## src/rtl/tdm_rx_pkg.sv

```systemverilog
`timescale 1ns/1ps
package tdm_rx_pkg;

   localparam int CTRL_W = 12;

   typedef struct packed {
      logic       en;
      logic       lj;
      logic [5:0] slot_len;
      logic [5:0] word_len;
      logic [3:0] slot_cnt;
      logic       quarter;
   } rx_cfg_t;

   function automatic logic [5:0] slot_len_of(input logic [1:0] code);
      case (code)
         2'd0:    return 6'd8;
         2'd1:    return 6'd16;
         default: return 6'd32;
      endcase
   endfunction

   function automatic logic [5:0] word_len_of(input logic [2:0] code);
      case (code)
         3'd0:    return 6'd8;
         3'd1:    return 6'd16;
         3'd2:    return 6'd20;
         3'd3:    return 6'd24;
         default: return 6'd32;
      endcase
   endfunction

   function automatic rx_cfg_t decode_ctrl(input logic [CTRL_W-1:0] w);
      rx_cfg_t    r;
      logic [5:0] wl;
      r.en       = w[0];
      r.lj       = w[1];
      r.slot_len = slot_len_of(w[3:2]);
      r.slot_cnt = w[7:4];
      wl         = word_len_of(w[10:8]);
      r.word_len = (wl > r.slot_len) ? r.slot_len : wl;
      r.quarter  = w[11];
      return r;
   endfunction

endpackage

```

## src/rtl/tdm_rx_slot_track.sv

```systemverilog
`timescale 1ns/1ps
module tdm_rx_slot_track #(
   parameter int CNT_W = 4,
   parameter int BIT_W = 5,
   parameter int LEN_W = BIT_W + 1
) (
   input  logic             clk,
   input  logic             rst_n,
   input  logic             en,
   input  logic             smp,
   input  logic             frame_mark,
   input  logic [LEN_W-1:0] slot_len,
   input  logic [CNT_W-1:0] slot_cnt,
   output logic             cap,
   output logic [BIT_W-1:0] cap_bit
);
   localparam int SLOT_W = CNT_W + 1;

   logic [BIT_W-1:0]  bit_q, cur_bit, last_bit;
   logic [SLOT_W-1:0] slot_q, cur_slot;
   logic              synced_q, cur_vld;

   assign last_bit = BIT_W'(slot_len - LEN_W'(1));

   always_comb begin
      cur_bit  = bit_q;
      cur_slot = slot_q;
      cur_vld  = 1'b0;
      if (frame_mark) begin
         cur_bit  = '0;
         cur_slot = '0;
         cur_vld  = 1'b1;
      end else if (synced_q) begin
         cur_vld = 1'b1;
         if (bit_q == last_bit) begin
            cur_bit  = '0;
            cur_slot = (&slot_q) ? slot_q : slot_q + 1'b1;
         end else begin
            cur_bit = bit_q + 1'b1;
         end
      end
   end

   assign cap     = en & smp & cur_vld & (cur_slot < {1'b0, slot_cnt});
   assign cap_bit = cur_bit;

   always_ff @(posedge clk) begin
      if (!rst_n) begin
         bit_q    <= '0;
         slot_q   <= '0;
         synced_q <= 1'b0;
      end else if (!en) begin
         synced_q <= 1'b0;
      end else if (smp) begin
         bit_q    <= cur_bit;
         slot_q   <= cur_slot;
         synced_q <= cur_vld;
      end
   end

   // a disabled cycle leaves the tracker unaligned
   a_r8_disable_unsyncs: assert property (@(posedge clk) disable iff (!rst_n)
      !en |=> !synced_q);

   // alignment is only gained through a frame marker
   a_r3_sync_needs_mark: assert property (@(posedge clk) disable iff (!rst_n)
      $rose(synced_q) |-> $past(frame_mark && smp));

endmodule

```

## src/rtl/tdm_rx_word_asm.sv

```systemverilog
`timescale 1ns/1ps
module tdm_rx_word_asm #(
   parameter int DATA_W = 32,
   parameter int BIT_W  = 5,
   parameter int LEN_W  = BIT_W + 1
) (
   input  logic              clk,
   input  logic              rst_n,
   input  logic              cap,
   input  logic [BIT_W-1:0]  cap_bit,
   input  logic              sdata,
   input  logic              lj,
   input  logic [LEN_W-1:0]  slot_len,
   input  logic [LEN_W-1:0]  word_len,
   output logic              push,
   output logic [DATA_W-1:0] word
);
   logic [LEN_W-1:0]  first_b, last_b, bit_ix;
   logic [DATA_W-1:0] sh_q, next_sh, word_q;
   logic              push_q, in_word;

   always_comb begin
      if (lj) begin
         first_b = '0;
         last_b  = word_len - LEN_W'(1);
      end else begin
         first_b = slot_len - word_len;
         last_b  = slot_len - LEN_W'(1);
      end
   end

   assign bit_ix  = LEN_W'(cap_bit);
   assign in_word = (bit_ix >= first_b) && (bit_ix <= last_b);
   assign next_sh = (bit_ix == first_b) ? {{(DATA_W-1){1'b0}}, sdata}
                                        : {sh_q[DATA_W-2:0], sdata};

   always_ff @(posedge clk) begin
      if (!rst_n) begin
         sh_q   <= '0;
         word_q <= '0;
         push_q <= 1'b0;
      end else begin
         push_q <= 1'b0;
         if (cap && in_word) begin
            sh_q <= next_sh;
            if (bit_ix == last_b) begin
               push_q <= 1'b1;
               word_q <= next_sh;
            end
         end
      end
   end

   assign push = push_q;
   assign word = word_q;

   // bits above the word length are zero
   a_r6_zero_extend: assert property (@(posedge clk) disable iff (!rst_n)
      push |-> ((word >> $past(word_len)) == '0));

   // a word needs at least eight samples, so pushes never abut
   a_r3_push_spacing: assert property (@(posedge clk) disable iff (!rst_n)
      push |=> !push);

endmodule

```

## src/rtl/tdm_rx_fifo.sv

```systemverilog
`timescale 1ns/1ps
module tdm_rx_fifo #(
   parameter int DATA_W = 32,
   parameter int DEPTH  = 32,
   parameter int AW     = $clog2(DEPTH),
   parameter int LVL_W  = $clog2(DEPTH + 1)
) (
   input  logic              clk,
   input  logic              rst_n,
   input  logic              wr,
   input  logic [DATA_W-1:0] wdata,
   input  logic              rd,
   output logic [DATA_W-1:0] rdata,
   output logic              empty,
   output logic              full,
   output logic [LVL_W-1:0]  level,
   output logic              ovr
);
   logic [DATA_W-1:0] mem [DEPTH];
   logic [AW-1:0]     wr_ptr, rd_ptr, wr_nxt, rd_nxt;
   logic [LVL_W-1:0]  count;
   logic              pop, acc, ovr_q;

   generate
      if ((DEPTH & (DEPTH - 1)) == 0) begin : g_pow2
         assign wr_nxt = wr_ptr + 1'b1;
         assign rd_nxt = rd_ptr + 1'b1;
      end else begin : g_mod
         assign wr_nxt = (wr_ptr == AW'(DEPTH - 1)) ? '0 : wr_ptr + 1'b1;
         assign rd_nxt = (rd_ptr == AW'(DEPTH - 1)) ? '0 : rd_ptr + 1'b1;
      end
   endgenerate

   assign empty = (count == '0);
   assign full  = (count == LVL_W'(DEPTH));
   assign pop   = rd & ~empty;
   assign acc   = wr & (~full | pop);

   always_ff @(posedge clk) begin
      if (acc) mem[wr_ptr] <= wdata;
   end

   always_ff @(posedge clk) begin
      if (!rst_n) begin
         wr_ptr <= '0;
         rd_ptr <= '0;
         count  <= '0;
         ovr_q  <= 1'b0;
      end else begin
         if (acc) wr_ptr <= wr_nxt;
         if (pop) rd_ptr <= rd_nxt;
         case ({acc, pop})
            2'b10:   count <= count + 1'b1;
            2'b01:   count <= count - 1'b1;
            default: count <= count;
         endcase
         if (wr && !acc) ovr_q <= 1'b1;
      end
   end

   assign rdata = mem[rd_ptr];
   assign level = count;
   assign ovr   = ovr_q;

   // occupancy never exceeds the depth
   a_r9_level_bound: assert property (@(posedge clk) disable iff (!rst_n)
      level <= LVL_W'(DEPTH));

   // reading an empty buffer changes nothing
   a_r9_empty_read: assert property (@(posedge clk) disable iff (!rst_n)
      (empty && rd && !wr) |=> empty);

   // the loss flag is sticky
   a_r11_ovr_sticky: assert property (@(posedge clk) disable iff (!rst_n)
      ovr |=> ovr);

   // a write into a full buffer without a read is lost
   a_r11_drop_sets_flag: assert property (@(posedge clk) disable iff (!rst_n)
      (full && wr && !rd) |=> (ovr && full));

   // a write and a read on a full buffer both succeed
   a_r12_full_swap: assert property (@(posedge clk) disable iff (!rst_n)
      (full && wr && rd) |=> (full && $stable(ovr)));

endmodule

```

## src/rtl/tdm_rx_deser.sv

```systemverilog
`timescale 1ns/1ps
module tdm_rx_deser
   import tdm_rx_pkg::*;
#(
   parameter int DATA_W = 32,
   parameter int DEPTH  = 32,
   parameter int LVL_W  = $clog2(DEPTH + 1)
) (
   input  logic              clk,
   input  logic              rst_n,
   input  logic [CTRL_W-1:0] rx_ctrl,
   input  logic              clk_pol,
   input  logic              bclk_rise,
   input  logic              bclk_fall,
   input  logic              frame_mark,
   input  logic              sdata,
   input  logic              rd_en,
   output logic [DATA_W-1:0] rd_data,
   output logic              rd_empty,
   output logic              rd_full,
   output logic [LVL_W-1:0]  rd_level,
   output logic              dma_req,
   output logic              overrun
);
   localparam int BIT_W  = 5;
   localparam int LEN_W  = BIT_W + 1;
   localparam int CNT_W  = 4;
   localparam int THR_HI = DEPTH / 2;
   localparam int THR_LO = DEPTH / 4;

   generate
      if (DATA_W != 32) begin : g_bad_width
         $error("tdm_rx_deser: DATA_W must be 32 to hold a full slot");
      end
      if (DEPTH < 4 || (DEPTH % 4) != 0) begin : g_bad_depth
         $error("tdm_rx_deser: DEPTH must be a multiple of 4");
      end
   endgenerate

   rx_cfg_t           cfg;
   logic              smp, cap, push;
   logic [BIT_W-1:0]  cap_bit;
   logic [DATA_W-1:0] word;
   logic [LVL_W-1:0]  thr;

   assign cfg = decode_ctrl(rx_ctrl);
   assign smp = clk_pol ? bclk_rise : bclk_fall;

   tdm_rx_slot_track #(.CNT_W(CNT_W), .BIT_W(BIT_W), .LEN_W(LEN_W)) u_track (
      .clk        (clk),
      .rst_n      (rst_n),
      .en         (cfg.en),
      .smp        (smp),
      .frame_mark (frame_mark),
      .slot_len   (cfg.slot_len),
      .slot_cnt   (cfg.slot_cnt),
      .cap        (cap),
      .cap_bit    (cap_bit)
   );

   tdm_rx_word_asm #(.DATA_W(DATA_W), .BIT_W(BIT_W), .LEN_W(LEN_W)) u_asm (
      .clk      (clk),
      .rst_n    (rst_n),
      .cap      (cap),
      .cap_bit  (cap_bit),
      .sdata    (sdata),
      .lj       (cfg.lj),
      .slot_len (cfg.slot_len),
      .word_len (cfg.word_len),
      .push     (push),
      .word     (word)
   );

   tdm_rx_fifo #(.DATA_W(DATA_W), .DEPTH(DEPTH), .LVL_W(LVL_W)) u_fifo (
      .clk   (clk),
      .rst_n (rst_n),
      .wr    (push),
      .wdata (word),
      .rd    (rd_en),
      .rdata (rd_data),
      .empty (rd_empty),
      .full  (rd_full),
      .level (rd_level),
      .ovr   (overrun)
   );

   assign thr     = cfg.quarter ? LVL_W'(THR_LO) : LVL_W'(THR_HI);
   assign dma_req = (rd_level >= thr);

   // a word only arrives from a capture made while enabled
   a_r8_push_when_enabled: assert property (@(posedge clk) disable iff (!rst_n)
      push |-> $past(cfg.en));

   // an empty buffer never requests service
   a_r10_no_req_empty: assert property (@(posedge clk) disable iff (!rst_n)
      rd_empty |-> !dma_req);

endmodule

```

## config.mk

```make
export PLATFORM = sky130hd
export DESIGN_NAME = tdm_rx_deser
export DESIGN_NICKNAME = d
export VERILOG_FILES = /design/src/rtl/tdm_rx_pkg.sv /design/src/rtl/tdm_rx_slot_track.sv /design/src/rtl/tdm_rx_word_asm.sv /design/src/rtl/tdm_rx_fifo.sv /design/src/rtl/tdm_rx_deser.sv
export SDC_FILE = /design/constraint.sdc
export NUM_CORES = 1
export LEC_CHECK = 0
export CELL_PAD_IN_SITES_DETAIL_PLACEMENT = 0
export CELL_PAD_IN_SITES_GLOBAL_PLACEMENT = 1
export CORE_ASPECT_RATIO = 0.8
export CORE_MARGIN = 5
export CORE_UTILIZATION = 50
export DETAILED_ROUTE_END_ITERATION = 10
export PLACE_DENSITY_LB_ADDON = 0.1
export SLEW_MARGIN = 20
export SYNTH_ARGS = -nofsm -noshare
export SYNTH_HDL_FRONTEND = slang
export SYNTH_HIERARCHICAL = 1
export SYNTH_SLANG_ARGS = --single-unit
export TNS_END_PERCENT = 10
```

## constraint.sdc

```tcl
create_clock -name clk -period 4.1 [get_ports clk]
set_input_delay 0.82 -clock clk [delete_from_list [all_inputs] [get_ports clk]]
set_output_delay 0.82 -clock clk [all_outputs]
set_load 0.005 [all_outputs]
```

### Word-level counts from Yosys, hierarchy flattened

Memory sizes are Yosys's and may differ from the RTL's. A register that Yosys moved wholly into a read port is not among the register bits.
Index checks and enable logic that the tools add are counted.

* register bits after elaboration: 92
* RAM bits: 1024
* bits of input ports: 20
* logic and storage cells: 79
* memories: 1

Memory list
* u_fifo.mem: words 32, bits a word 32, rd ports 1, clocked after Yosys merged registers in 1, write ports 1, RTL line tdm_rx_fifo.sv:19 `logic [DATA_W-1:0] mem [DEPTH];`

* add/subtract/negate cells: 9
* magnitude comparators: 5
* equality and inequality tests: 10
* muxes and demuxes: 23
* bitwise operators: 8
* reductions and logical operators: 13

Operators by type and width (count)
* $mux W5: 10
* $mux W32: 1
* $pmux W6 S2: 2
* $pmux W6 S4: 1
* $add A5 B1 Y5 const B: 4
* $mux W6: 3
* $sub A6 B1 Y6 const B: 3
* $eq A5 B6 Y1: 2
* $reduce_and A2 Y1: 4
* $add A6 B1 Y6 const B: 1
* $eq A3 B2 Y1 const B: 2
* $eq A6 B6 Y1 const B: 1
* $ge A5 B6 Y1: 1
* $ge A6 B5 Y1: 1
* $gt A6 B6 Y1: 1
* $le A5 B6 Y1: 1
* $logic_not A6 Y1: 1
* $mux W1: 6
* $sub A6 B6 Y6: 1
* $and A1 B1 Y1: 5
* $eq A5 B5 Y1: 1
* $lt A5 B4 Y1: 1
* $reduce_and A5 Y1: 1
* $eq A2 B1 Y1 const B: 2
* 9 further kinds: 12

### Logic depth before layout (Yosys ltp)

* depth in word-level cells: 11
* mapped depth: 21
* gate-level depth less buffers: 19

### Hierarchy

Netlist, hierarchy kept.

By module, submodules not included
* tdm_rx_fifo: instances 1, cells each 1626, area each 40003.4 µm²
* tdm_rx_word_asm: instances 1, cells each 332, area each 3145.5 µm²
* tdm_rx_slot_track: instances 1, cells each 137, area each 985.9 µm²
* tdm_rx_deser: instances 1, cells each 32, area each 242.7 µm²

### Worst setup path before layout

Ideal clock, no wire load.

* path type: in2reg
* start: in rx_ctrl[3]
* end: reg u_asm.word_q[10], in the netlist u_asm/word[10]
* library setup time: 120 ps
* arrival: 4268 ps
* required time: 3980 ps
* slack: -288 ps
* stages on the path: 18
* path through: nor2_1 ha_1 and3_1 a22oi_4 mux2_1 inv_1 ha_1 a21oi_1 xnor2_1 nand2b_1 ha_1 nand3_1 o21ai_0 nand4_1 or3_1 buf_6 buf_12 mux2i_1

RTL lines
* from (decl): RTL line tdm_rx_deser.sv:11 `input logic [CTRL_W-1:0] rx_ctrl,`
* to (signal assigned): RTL line tdm_rx_word_asm.sv:48 `word_q <= next_sh;`
* to (decl): RTL line tdm_rx_word_asm.sv:19 `logic [DATA_W-1:0] sh_q, next_sh, word_q;`

==> impl_results.md <==
- Status: finished clean
- Commonest non-fill, non-tap cells in the layout: 1024 x edfxtp_1, 320 x mux4_2, 112 x clkbuf_16
- FF-to-FF setup slack: 290 ps
- Final Wtd Congestion: 0.769
- Most common cell after layout, fill and taps aside: edfxtp_1
- Layout fillers: 6231
- CP Launch Type: flip-flop
- Clk buf depth: 3
- Remaining DRCs: 0
- Root Driver: clkbuf_16
- Post-synthesis sequential area ratio: 0.737
- Syn avg cell area: 20.9 um^2
- DIE AREA: 0.0948 mm^2
- # setup viols final: 0
- TritonCTS buffer count: 106
- Die height: 276 um
- #FFs+latches synth: 1121
- RSZ-0062 raised after global routing: true
- CTS clk-pin slew, worst paths: 60 ps
- Slew headroom: 0.244
- Hold Path End: u_asm/sh_q[21]
- Core Region: 0.0877 mm^2
- Share of cells above drive strength 1: 0.328
- P per Cell Area: 491 mW/mm^2
- Multi-input logic area: 0.0116 mm^2
- Pin count of the biggest net entering global routing: 101
- Placement row count: 97
- Max-capacitance violation count: 0
- Hold WC Path Type: flip-flop to flip-flop
- Reg-to-Reg Start: u_track/slot_q[0]
- Post-synth EDFFs: 1024
- Yosys top cell by area: edfxtp_1
- Worst vdd ir: 0.301 mV
- CP Max Fanout: 8
- Initial antenna violation count: 0
- Initial Util: 0.506
- Final Hold Viols: 0
- Port bufs: 61
- Post-CTS Hold Buffers: 0
- Yosys cell types: 73
- Ys Warns: 6
- Ys flop type: edfxtp_1
- Average routed wire per standard cell: 29.4 um
- Initial DRC Count: 2344
- Hold Path Origin: u_asm/sh_q[21]
- Reg area: 0.0327 mm^2
- Post-DP Area: 0.0478 mm^2
- Setup Skew: 32.1 ps
- Detailed Place HPWL: 59800 um
- Average via count per standard cell: 6.01
- Final Cycle Share: 0.986
- TritonCTS clock tree: yes
- Measured slew at the worst slew-check pin: 1130 ps
- Post-Syn Area: 0.0444 mm^2
- Worst-Skew Late Latency: 690 ps
- Design Power: 0.0257 W
- Final ANT Viol Nets: 0
- Final net count: 2450
- First-pass GRT wire length: 158000 um
- Diodes inserted: 0
- Final instance area: 0.0524 mm^2
- Tot GR Track Use: 0.229
- Area contributors post-synth: edfxtp_1 69%, mux4_2 16%, dfxtp_1 4.4%
- Pre-antenna DRT Iters: 5
- Clk sink count: 1121
- R2R Path End: u_asm/sh_q[3]
- Crit path arrival time: 3220 ps
- Post-Syn Instances: 2127
- Worst Reg-to-Reg Cells: 18
- Non-filler cells, final: 3671
- Worst Setup End Kind: primary output
- Area delta synth->final: 18.2%
- Vias in the first global route: 22300
- Tmin final: 4040 ps
- Critical path type: flip-flop to primary output
- Async set or reset register ratio after synthesis: 0
- CTS H-tree depth: 3
- Vias: 22000
- Die Wd: 343 um
- Min-Delay Path Depth: 2
- Synth top area share: 0.693
- Worst Path Required: 3280 ps
- # IOs: 62
- Final Routed Wirelength: 108000 um
- Highest Clock Rate: 0.247 GHz
- Leakage: 18.4 nW
- Final setup TNS: 0 ps
- Placed insts: 3417
- Total gr overflow: 0
- Max-slew violations: 0
## worst max-delay path, cell delays in order, from the launching register on
cell and delay [ps]:
dfxtp_4 390, buf_12 150, buf_12 130, buf_12 140, buf_8 130, buf_12 140, mux4_2 550, mux4_2 470
mux2_4 290, buf_6 130
## kinds of logic after synthesis
group | count (synthesis) | synth area share
and+or+nand+nor | 289 | 0.0306
DFF | 1121 | 0.737
buffers and inverters | 143 | 0.0156
AOI/OAI and AO/OA | 82 | 0.0132
adders and majority gates | 38 | 0.0111
xor gates and xnor gates | 26 | 0.00513
muxes | 427 | 0.188
other | 1 | 0.0000845
## layer usage
layer	up-vias	routed length (um)	share of wire	track usage
li1	9315	-	-	-
met1	11900	47300	0.44	0.348
met2	714	51300	0.48	0.354
met3	119	7660	0.071	0.0459
met4	0	1720	0.016	0.0418
met5	-	0	0	0
## cells in the mapped netlist, types with 4 or more instances
library cell / number
edfxtp_1: 1024
mux4_2: 320
dfxtp_1: 97
nand2_1: 93
mux2i_1: 71
nor2_1: 70
clkbuf_1: 57
nand3_1: 44
ha_1: 36
mux2_2: 33
buf_2: 27
inv_1: 26
a21oi_1: 25
nor3_1: 19
buf_1: 16
xor2_1: 14
o21ai_0: 13
xnor2_1: 12
nand2b_1: 11
nand4_1: 11
buf_6: 8
nand3b_1: 7
a21boi_0: 5
and2_1: 5
and3_1: 5
a21o_1: 4
buf_4: 4
## worst max-delay path by stage
| stage | startpoint | to | slack (ps) | cells after the start |
|---|---|---|---|---|
| after global routing | flip-flop | rd_data[28] | -50 | 6 |
| after detailed placement | rx_ctrl[3] | u_asm/word[28] | -970 | 18 |
| after CTS | flip-flop | rd_data[28] | -110 | 6 |
| final | flip-flop | rd_data[20] | 60 | 9 |
| after floorplan | rx_ctrl[9] | u_asm/word[10] | -50 | 20 |
| after global placement | rx_ctrl[3] | u_asm/word[25] | -900 | 19 |
## report_power, final
| group | internal, W | leakage, nW | switching [W] | total (W) |
|---|---|---|---|---|
| clock | 0.00558 | 1.72 | 0.00421 | 0.00978 |
| combinational | 0.00190 | 5.22 | 0.00166 | 0.00356 |
| sequential | 0.0123 | 11.5 | 0.0000748 | 0.0124 |
## sequential cells by signal, summed over array words and instances, names as in the netlist, named ones only
register,count
u_fifo/mem,1024
u_asm/word,32
u_asm/sh_q,31
u_fifo/level,6
u_fifo/rd_ptr,5
u_fifo/wr_ptr,5
u_track/bit_q,5
u_track/slot_q,5
u_asm/push,1
u_fifo/ovr,1
u_track/synced_q,1
## cell type report
cell class | instances | share of cell area
sequential | 1121 | 0.624
multi-input combinational | 890 | 0.220
clock buffer | 128 | 0.0540
timing repair buffer | 245 | 0.0580
inverter | 28 | 0.00205
clock inverter | 71 | 0.0129
tap | 1188 | 0.0283
## stage by stage
step                hold slack, ps  worst slack, ps  utilization
floorplan                      438            -50.4            -
finish                         462             55.5        0.598
detailed placement             452             -974        0.545
global route                   463            -49.1        0.598
CTS                            448             -107        0.595
global placement               446             -896        0.545
## timing repair
action,in CTS,in global routing
endpoints found under the hold margin,0,0
setup endpoints to repair,96,86
cloned,14,4
pin swaps,11,11
gates resized for setup,130,56
setup buffers,29,8
Note: power is estimated with default switching activity, not from simulation.
